`src/rtl/npc_pkg.sv`:
```
// Shared constants and types of the next-PC unit.
// Assumes a 32-bit word with the 6-bit major opcode in bits 31:26.
package npc_pkg;

    localparam int XLEN    = 32;
    localparam int OP_W    = 6;
    localparam int REG_W   = 5;
    localparam int IMM_W   = 16;
    localparam int IDX_W   = 26;
    localparam int REGION_W = XLEN - IDX_W - 2;

    localparam logic [OP_W-1:0] OP_SPECIAL = 6'd0;
    localparam logic [OP_W-1:0] OP_REGIMM  = 6'd1;
    localparam logic [OP_W-1:0] OP_JMP     = 6'd2;
    localparam logic [OP_W-1:0] OP_JMPLNK  = 6'd3;
    localparam logic [OP_W-1:0] OP_BREQ    = 6'd4;
    localparam logic [OP_W-1:0] OP_BRNE    = 6'd5;
    localparam logic [OP_W-1:0] OP_BRLEZ   = 6'd6;
    localparam logic [OP_W-1:0] OP_BRGTZ   = 6'd7;

    localparam logic [5:0] FN_REGJMP    = 6'd8;
    localparam logic [5:0] FN_REGJMPLNK = 6'd9;

    localparam logic [REG_W-1:0] SUB_LTZ    = 5'd0;
    localparam logic [REG_W-1:0] SUB_GEZ    = 5'd1;
    localparam logic [REG_W-1:0] SUB_LTZLNK = 5'd16;
    localparam logic [REG_W-1:0] SUB_GEZLNK = 5'd17;

    localparam logic [REG_W-1:0] RET_REG = 5'd31;

    typedef enum logic [3:0] {
        K_SEQ, K_EQ, K_NE, K_LEZ, K_GTZ, K_LTZ, K_GEZ, K_JUMP, K_JREG
    } ctl_kind_e;

    typedef struct packed {
        ctl_kind_e        kind;
        logic             link;
        logic [REG_W-1:0] link_idx;
    } npc_ctl_t;

endpackage

```
`src/rtl/npc_decode.sv`:
```
// Classifies an instruction into a control-transfer kind and link request.
// Assumes: only the opcode, rt, rd and function fields are needed here.
module npc_decode
    import npc_pkg::*;
(
    input  logic [OP_W-1:0]  op_i,
    input  logic [REG_W-1:0] rt_f_i,
    input  logic [REG_W-1:0] rd_f_i,
    input  logic [5:0]       fn_i,
    output npc_ctl_t         ctl_o
);

    // Map opcode and sub-fields onto a kind, a link flag and a destination.
    always_comb begin
        ctl_o = '{kind: K_SEQ, link: 1'b0, link_idx: '0};
        unique case (op_i)
            OP_SPECIAL: begin
                if (fn_i == FN_REGJMP) begin
                    ctl_o.kind = K_JREG;
                end else if (fn_i == FN_REGJMPLNK) begin
                    ctl_o.kind     = K_JREG;
                    ctl_o.link     = 1'b1;
                    ctl_o.link_idx = rd_f_i;
                end
            end
            OP_REGIMM: begin
                unique case (rt_f_i)
                    SUB_LTZ: ctl_o.kind = K_LTZ;
                    SUB_GEZ: ctl_o.kind = K_GEZ;
                    SUB_LTZLNK: begin
                        ctl_o.kind     = K_LTZ;
                        ctl_o.link     = 1'b1;
                        ctl_o.link_idx = RET_REG;
                    end
                    SUB_GEZLNK: begin
                        ctl_o.kind     = K_GEZ;
                        ctl_o.link     = 1'b1;
                        ctl_o.link_idx = RET_REG;
                    end
                    default: ctl_o.kind = K_SEQ;
                endcase
            end
            OP_JMP:    ctl_o.kind = K_JUMP;
            OP_JMPLNK: begin
                ctl_o.kind     = K_JUMP;
                ctl_o.link     = 1'b1;
                ctl_o.link_idx = RET_REG;
            end
            OP_BREQ:  ctl_o.kind = K_EQ;
            OP_BRNE:  ctl_o.kind = K_NE;
            OP_BRLEZ: ctl_o.kind = K_LEZ;
            OP_BRGTZ: ctl_o.kind = K_GTZ;
            default:  ctl_o.kind = K_SEQ;
        endcase
    end

endmodule

```
`src/rtl/npc_cond.sv`:
```
// Evaluates whether a control transfer is taken.
// Assumes register values are two's complement; unconditional kinds are taken.
module npc_cond
    import npc_pkg::*;
#(
    parameter int W = XLEN
) (
    input  ctl_kind_e      kind_i,
    input  logic [W-1:0]   a_i,
    input  logic [W-1:0]   b_i,
    output logic           taken_o
);

    logic a_neg;
    logic a_zero;
    logic a_eq_b;

    // Shared comparison terms.
    always_comb begin
        a_neg  = a_i[W-1];
        a_zero = (a_i == '0);
        a_eq_b = (a_i == b_i);
    end

    // Select the condition that belongs to the kind.
    always_comb begin
        unique case (kind_i)
            K_EQ:    taken_o = a_eq_b;
            K_NE:    taken_o = !a_eq_b;
            K_LEZ:   taken_o = a_neg || a_zero;
            K_GTZ:   taken_o = !a_neg && !a_zero;
            K_LTZ:   taken_o = a_neg;
            K_GEZ:   taken_o = !a_neg;
            K_JUMP,
            K_JREG:  taken_o = 1'b1;
            default: taken_o = 1'b0;
        endcase
    end

endmodule

```
`src/rtl/npc_target.sv`:
```
// Forms the candidate targets and selects the next fetch address.
// Assumes XLEN = IDX_W + REGION_W + 2 so the pseudo-direct target fills a word.
module npc_target
    import npc_pkg::*;
#(
    parameter int W = XLEN
) (
    input  logic [W-1:0]     pc_i,
    input  logic [IDX_W-1:0] field_i,
    input  logic [W-1:0]     reg_tgt_i,
    input  ctl_kind_e        kind_i,
    input  logic             taken_i,
    output logic [W-1:0]     seq_o,
    output logic [W-1:0]     next_o
);

    localparam int EXT_W = W - IMM_W - 2;

    logic [W-1:0] offset;
    logic [W-1:0] br_tgt;
    logic [W-1:0] jmp_tgt;

    // Sequential, relative and pseudo-direct candidates in parallel.
    always_comb begin
        seq_o   = pc_i + W'(4);
        offset  = {{EXT_W{field_i[IMM_W-1]}}, field_i[IMM_W-1:0], 2'b00};
        br_tgt  = seq_o + offset;
        jmp_tgt = {pc_i[W-1 -: REGION_W], field_i, 2'b00};
    end

    // Pick one candidate by kind and outcome.
    always_comb begin
        next_o = seq_o;
        if (taken_i) begin
            unique case (kind_i)
                K_JUMP:  next_o = jmp_tgt;
                K_JREG:  next_o = reg_tgt_i;
                K_SEQ:   next_o = seq_o;
                default: next_o = br_tgt;
            endcase
        end
    end

endmodule

```
`src/rtl/npc_unit.sv`:
```
// Next program counter unit: decode, condition, target, one output register.
// Assumes inputs are stable around each rising edge; reset is synchronous, active low.
module npc_unit
    import npc_pkg::*;
#(
    parameter logic [XLEN-1:0] RESET_PC = '0
) (
    input  logic             clk,
    input  logic             rst_n,
    input  logic [XLEN-1:0]  pc_i,
    input  logic [XLEN-1:0]  instr_i,
    input  logic [XLEN-1:0]  rs_val_i,
    input  logic [XLEN-1:0]  rt_val_i,
    output logic [XLEN-1:0]  next_pc_o,
    output logic             link_we_o,
    output logic [REG_W-1:0] link_idx_o,
    output logic [XLEN-1:0]  link_addr_o
);

    npc_ctl_t        ctl;
    logic            taken;
    logic [XLEN-1:0] seq_pc;
    logic [XLEN-1:0] nxt_pc;
    logic            past_ok;

    npc_decode u_decode (
        .op_i   (instr_i[31:26]),
        .rt_f_i (instr_i[20:16]),
        .rd_f_i (instr_i[15:11]),
        .fn_i   (instr_i[5:0]),
        .ctl_o  (ctl)
    );

    npc_cond #(.W(XLEN)) u_cond (
        .kind_i  (ctl.kind),
        .a_i     (rs_val_i),
        .b_i     (rt_val_i),
        .taken_o (taken)
    );

    npc_target #(.W(XLEN)) u_target (
        .pc_i      (pc_i),
        .field_i   (instr_i[IDX_W-1:0]),
        .reg_tgt_i (rs_val_i),
        .kind_i    (ctl.kind),
        .taken_i   (taken),
        .seq_o     (seq_pc),
        .next_o    (nxt_pc)
    );

    // Output register: next address and link request.
    always_ff @(posedge clk) begin
        if (!rst_n) begin
            next_pc_o   <= RESET_PC;
            link_we_o   <= 1'b0;
            link_idx_o  <= '0;
            link_addr_o <= '0;
        end else begin
            next_pc_o   <= nxt_pc;
            link_we_o   <= ctl.link;
            link_idx_o  <= ctl.link ? ctl.link_idx : '0;
            link_addr_o <= ctl.link ? seq_pc : '0;
        end
    end

    // Marks that the previous edge ran out of reset, so $past is meaningful.
    always_ff @(posedge clk) begin
        if (!rst_n) past_ok <= 1'b0;
        else        past_ok <= 1'b1;
    end

    // a return address is always the word after the linking instruction.
    p_link_ret_r9: assert property (@(posedge clk) disable iff (!rst_n)
        (past_ok && link_we_o) |-> (link_addr_o == $past(pc_i) + 32'd4));

    // with no link request the link fields are quiet.
    p_link_quiet_r9: assert property (@(posedge clk) disable iff (!rst_n)
        !link_we_o |-> (link_idx_o == '0 && link_addr_o == '0));

    // a non-control instruction falls through.
    p_fallthru_r3: assert property (@(posedge clk) disable iff (!rst_n)
        (past_ok && $past(ctl.kind) == K_SEQ) |-> (next_pc_o == $past(pc_i) + 32'd4));

    // a pseudo-direct jump stays in its region and is word aligned.
    p_jump_region_r7: assert property (@(posedge clk) disable iff (!rst_n)
        (past_ok && $past(instr_i[31:26]) == OP_JMP)
        |-> (next_pc_o[31:28] == $past(pc_i[31:28]) && next_pc_o[1:0] == 2'b00));

    // an equality branch on unequal operands falls through.
    p_eq_untaken_r4: assert property (@(posedge clk) disable iff (!rst_n)
        (past_ok && $past(instr_i[31:26]) == OP_BREQ && $past(rs_val_i != rt_val_i))
        |-> (next_pc_o == $past(pc_i) + 32'd4));

    // a register jump lands on the register value.
    p_regjmp_r8: assert property (@(posedge clk) disable iff (!rst_n)
        (past_ok && $past(instr_i[31:26]) == OP_SPECIAL && $past(instr_i[5:0]) == FN_REGJMP)
        |-> (next_pc_o == $past(rs_val_i)));

endmodule

```
`config.mk`:
```
export PLATFORM = sky130hd
export DESIGN_NAME = npc_unit
export DESIGN_NICKNAME = d
export VERILOG_FILES = /design/src/rtl/npc_pkg.sv /design/src/rtl/npc_decode.sv /design/src/rtl/npc_cond.sv /design/src/rtl/npc_target.sv /design/src/rtl/npc_unit.sv
export SDC_FILE = /design/constraint.sdc
export NUM_CORES = 1
export LEC_CHECK = 0
export BUFFER_PORTS_ARGS = -buffer_cell sky130_fd_sc_hd__buf_2
export CELL_PAD_IN_SITES_DETAIL_PLACEMENT = 1
export CELL_PAD_IN_SITES_GLOBAL_PLACEMENT = 2
export CORE_MARGIN = 2
export CORE_UTILIZATION = 28
export DETAILED_ROUTE_END_ITERATION = 8
export PLACE_DENSITY_LB_ADDON = 0.05
export SYNTH_ARGS = -nofsm -noshare
export SYNTH_HDL_FRONTEND = slang
export SYNTH_SLANG_ARGS = --single-unit
export TNS_END_PERCENT = 1
```
`constraint.sdc`:
```
create_clock -name clk -period 4.9 [get_ports clk]
set_input_delay 0.49 -clock clk [delete_from_list [all_inputs] [get_ports clk]]
set_output_delay 0.49 -clock clk [all_outputs]
set_load 0.01 [all_outputs]
```
### Yosys cells after proc, flatten, opt, wreduce, memory -nomap -nowiden

Cells that the tools add are included.

| storage, ports and cells | value |
|---|---|
| register bits | 70 |
| bits of input ports | 130 |
| logic and storage cells | 52 |

| operators by class | value |
|---|---|
| $add $sub $neg | 2 |
| equal/unequal tests | 21 |
| multiplexer cells | 10 |
| reduce and logical (&&, ||, !) cells | 15 |

Operator list:

| cell | count |
|---|---|
| case mux 32 bit (3 select lines) | 1 |
| adder 32 x 3 -> 32 bit (second input constant) | 1 |
| adder 32 bit | 1 |
| == test 32 bit | 1 |
| zero test 32 bit | 1 |
| 2-to-1 mux 32 bit | 1 |
| case mux 4 bit (7 select lines) | 1 |
| == test 6 x 3 -> 1 bit (second input constant) | 4 |
| case mux 6 bit (3 select lines) | 1 |
| == test 4 x 3 -> 1 bit (second input constant) | 4 |
| == test 6 x 2 -> 1 bit (second input constant) | 2 |
| == test 6 x 4 -> 1 bit (second input constant) | 2 |
| 2-to-1 mux 6 bit | 2 |
| == test 5 bit (second input constant) | 2 |
| 2-to-1 mux 10 bit | 1 |
| OR reduction 2 bit | 5 |
| == test 4 x 2 -> 1 bit (second input constant) | 2 |
| case mux 1 bit (7 select lines) | 1 |
| == test 6 x 1 -> 1 bit (second input constant) | 1 |
| zero test 6 bit | 1 |
| case mux 3 bit (2 select lines) | 1 |
| == test 5 x 1 -> 1 bit (second input constant) | 1 |
| zero test 5 bit | 1 |
| == test 4 x 1 -> 1 bit (second input constant) | 1 |
| 7 further kinds | 9 |

### Logic depth before layout (Yosys ltp)

| depth | value |
|---|---|
| depth after elaboration | 8 |
| depth in mapped cells | 17 |

### Hierarchy

From an unflattened synthesis, not the netlist that was laid out.

| unflattened totals | value |
|---|---|
| cells, all modules | 666 |
| area total of the unflattened synthesis | 5449.0 um2 |

Modules (own cells, without submodules):

| module | instances | cells each | area each (um2) | seq. area each (um2) |
|---|---|---|---|---|
| npc_target | 1 | 416 | 2821.5 | 0.0 |
| npc_unit | 1 | 151 | 1898.1 | 1401.3 |
| npc_cond | 1 | 66 | 520.5 | 0.0 |
| npc_decode | 1 | 33 | 209.0 | 0.0 |

### Least setup slack after synthesis

No wires, ideal clock.

| timing | value |
|---|---|
| path type | input-to-reg |
| start point | in pc_i[6] |
| end point | reg next_pc_o[29] |
| setup time | 0.119 ns |
| arrival time | 3.496 ns |
| data required time | 4.781 ns |
| slack | 1.285 ns |
| stages | 16 |
| buffers on the path | 0 |
| cells stage by stage | and3_1 -> and3_1 -> nand3_1 -> nor2_1 -> nand3_1 -> xor2_1 -> inv_1 -> ha_1 -> a21oi_1 -> o21bai_1 -> a2111oi_0 -> o32ai_1 -> a31oi_1 -> mux2i_1 -> nor2_1 -> o221a_2 |

| on the way | value |
|---|---|
| longest elaborated chain between the ends | 4 |

RTL lines:

| item | line | RTL |
|---|---|---|
| start: declaration | npc_unit.sv:10 | `input logic [XLEN-1:0] pc_i,` |
| adder 32 x 3 -> 32 bit | npc_target.sv:25 | `seq_o = pc_i + W'(4);` |
| net seq_pc[22] | npc_unit.sv:22 | `logic [XLEN-1:0] seq_pc;` |
| adder 32 bit | npc_target.sv:27 | `br_tgt = seq_o + offset;` |
| case mux 32 bit (3 select lines) | npc_target.sv:35 | `unique case (kind_i)` |
| 2-to-1 mux 32 bit | npc_target.sv:34 | `if (taken_i) begin` |
| end signal: assignment | npc_unit.sv:59 | `next_pc_o <= nxt_pc;` |
| end: declaration | npc_unit.sv:14 | `output logic [XLEN-1:0] next_pc_o,` |

The timed path passes the listed nets, and every way through them passes these cells.
A chain may end at the register's enable or synchronous reset.

### Worst setup path after layout

| timing | value |
|---|---|
| start point | in pc_i[2] |
| end point | reg next_pc_o[31] |

Same word-level chain as after synthesis.

==> metrics.yaml <==
status: "finished, final reports clean"
grt_usage_pct: 24.6
drc: 0
placedInstanceArea_mm2: 0.00655
grt_max_degree: 36
syn_inst: 651
final_antenna_net_count: 0
crit_path_start_kind: "primary input"
syn-num-nets: 818
worstSetupStartpoint: "pc_i[2]"
min_from: "pc_i[2]"
rsz0062_at_grt: "false"
finalWirelength_um: 24600
antenna_found_initial: 1
cts_buffers: 9
fin_crit_ns: 4.08
vias: 5954
dieWidth_um: 142
via_per_inst: 5.52
hold_path_depth: 2
cts_hold_buf: 0
cts_root_buf: "clkbuf_16"
synth_seq_cells: 70
dp_hpwl_um: 19700
path_clk_slew_ns: 0.06
cts_tree: "done"
placed_cells: 1063
clockBufferDepth: 2
worst_pin_slew_ns: 1.07
num_rows: 50
gp_congestion: 0.851
p_total_mw: 1.79
irDropWorstVdd_uv: 164
synth-main-ff-cell: "dfxtp_1"
die_h_um: 142
netlist_top_cells_area: "dfxtp_1 26%, xnor2_1 10%, ha_1 8.5%"
max_slew_margin_pct: 28.4
syn_area_mm2: 0.00533
fmax_mhz: 245
dieArea_mm2: 0.0202
p_per_area_mw_per_mm2: 262
post-route-cell-area_mm2: 0.00685
grt_pass1_wl_um: 37100
diodes: 0
seq_area_mm2: 0.00140
synth_edf_count: 0
hold_violations: 0
drtIter0Drc: 520
multi_input_area_mm2: 0.00367
worstSetupEndpointType: "flop"
clkSinkCount: 70
yosys_warnings: 0
stdcell_count: 1079
nFillCells: 2289
setup_violations: 0
port_buffers: 199
core_region_area_mm2: 0.0187
cap_violations: 0
setup-tns-final_ns: 0
initial_core_util_pct: 28.5
holdPathEnd: "link_addr_o[2]$_SDFF_PN0_"
leakage_nw: 3.13
drv_slew: 0
avgSynthCellArea_um2: 8.19
path_class: "in2reg"
synth_top_area_share_pct: 26.3
io_pins: 200
syn_to_final_growth_pct: 28.5
yosysUniqueCellTypes: 65
crit_arrival_ns: 4.32
path_max_fanout: 8
ctsResizeCount: 0
post-cts-setup-buffers: 0
async_flop_share_pct: 0
hold_class: "in2reg"
synth_top_area_cell: "dfxtp_1"
seq_area_frac_synth_pct: 26.3
nets: 1007
final_layout_size_suffix_gt1_share_pct: 28.6
firstDrtPassIters: 6
wire_per_inst_um: 22.8
fin_crit_sh_pct: 83.3
grt_pass1_vias: 6125
overflow: 0
htreeDepth: 3
cp.required_ns: 5.14
-- synthesized netlist by cell type (all sizes together) (2+ instances only) --
master,number
dfxtp,70
nor2,65
xnor2,61
a21oi,45
ha,36
nand2,32
inv,31
a211oi,26
nor3,22
a222oi,21
nand4,21
xor2,21
a21o,17
buf,16
nand3,15
o21ai,15
clkbuf,14
and3,13
nor4,13
nor2b,10
a221oi,9
o211ai,7
a22oi,6
a31oi,6
o31ai,6
and2,5
and4,4
o21a,4
a2111oi,3
a22o,3
nand2b,3
o21bai,3
a41oi,2
mux2i,2
nand4b,2
nor4b,2
o211a,2
or3,2
or4b,2
-- worst max-delay path: stages --
cell,delay [ns]
buf_2,0.11
ha_1,0.22
and3_1,0.26
nand3_1,0.19
buf_4,0.20
nor2_1,0.21
xor2_1,0.33
ha_1,0.41
a21o_1,0.23
o21bai_1,0.18
a211oi_1,0.29
o31ai_1,0.12
a21o_1,0.22
a2111oi_0,0.38
o21ba_1,0.20
a221oi_1,0.26
-- layout by cell type (no fill, tap or decap), drive strengths merged, types with 3 or more instances in the layout --
master / netlist / final
a221oi: 9 / 9
a2111oi: 3 / 3
a222oi: 21 / 21
and2: 5 / 5
dfxtp: 70 / 70
o211ai: 7 / 7
nand3: 15 / 15
o21a: 4 / 4
nand2: 32 / 32
clkinv: 1 / 5
clkbuf: 14 / 10
a21oi: 45 / 45
nand4: 21 / 21
a22o: 3 / 3
xnor2: 61 / 61
nor3: 22 / 22
nand2b: 3 / 3
a22oi: 6 / 6
and4: 4 / 4
a211oi: 26 / 26
o21ai: 15 / 15
a21o: 17 / 17
o21bai: 3 / 3
xor2: 21 / 21
inv: 31 / 31
ha: 36 / 36
o31ai: 6 / 6
buf: 16 / 208
nor2: 65 / 65
nor4: 13 / 13
a31oi: 6 / 6
and3: 13 / 13
nor2b: 10 / 10
-- stage by stage --
stage	setup WS, ns	hold WS, ns	util, %
after global routing	0.417	0.360	36.6
after global placement	0.640	0.701	35.0
final	0.816	0.345	36.6
after CTS	0.802	0.336	36.6
after detailed placement	0.472	0.711	35.0
after floorplan	1.29	0.562	-
-- report_power, final --
| part | total (mW) | internal [mW] | leakage (nW) | switching [mW] |
|---|---|---|---|---|
| clock network | 0.689 | 0.407 | 0.148 | 0.283 |
| registers | 0.592 | 0.588 | 0.573 | 0.00476 |
| logic | 0.511 | 0.205 | 2.41 | 0.306 |
| total | 1.79 | 1.20 | 3.13 | 0.594 |
-- state kept, by name (all words and copies together) (netlist names) --
register and flops:
link_addr_o 32, link_we_o 1, link_idx_o 5, next_pc_o 32
-- final cells by class --
class | count | area share (%)
Clock buffer | 10 | 3.49
Clock inverter | 6 | 0.895
Inverter | 32 | 1.75
Multi-Input combinational cell | 519 | 53.6
Sequential cell | 70 | 20.5
Tap cell | 234 | 4.28
Timing Repair Buffer | 208 | 15.5
-- logic make-up (layout without fill, tap and decap cells) --
| family | Yosys count | after routing | share of synthesized area [%] |
|---|---|---|---|
| buffers and inverters | 62 | 256 | 4.93 |
| multiplexers | 2 | 2 | 0.376 |
| flip-flops | 70 | 70 | 26.3 |
| AO/OA/AOI/OAI | 185 | 185 | 25.6 |
| AND/OR/NAND/NOR | 213 | 213 | 20.5 |
| XOR/XNOR | 82 | 82 | 13.5 |
| adder cells (fa/ha/maj) | 37 | 37 | 8.83 |
-- routing by layer --
metal | up-vias | track usage, % | part of all wire (%)
li1 | 2818 | - | -
met1 | 2894 | 34.8 | 48
met2 | 217 | 38.1 | 44
met3 | 25 | 4.44 | 5.9
met4 | 0 | 7.37 | 1.9
met5 | - | 0 | 0
-- how the worst max path moves through the flow --
stage | end | slack [ns] | depth (start not counted)
6_report | next_pc_o[31]$_SDFF_PN0_ | 0.82 | 16
3_5_place_dp | next_pc_o[31]$_SDFF_PN0_ | 0.47 | 16
5_1_grt | next_pc_o[27]$_SDFF_PN0_ | 0.42 | 17
3_3_place_gp | next_pc_o[31]$_SDFF_PN0_ | 0.64 | 16
2_1_floorplan | next_pc_o[29]$_SDFF_PN0_ | 1.29 | 16
4_1_cts | next_pc_o[31]$_SDFF_PN0_ | 0.80 | 16
Note: power is estimated with default switching activity, not from simulation.
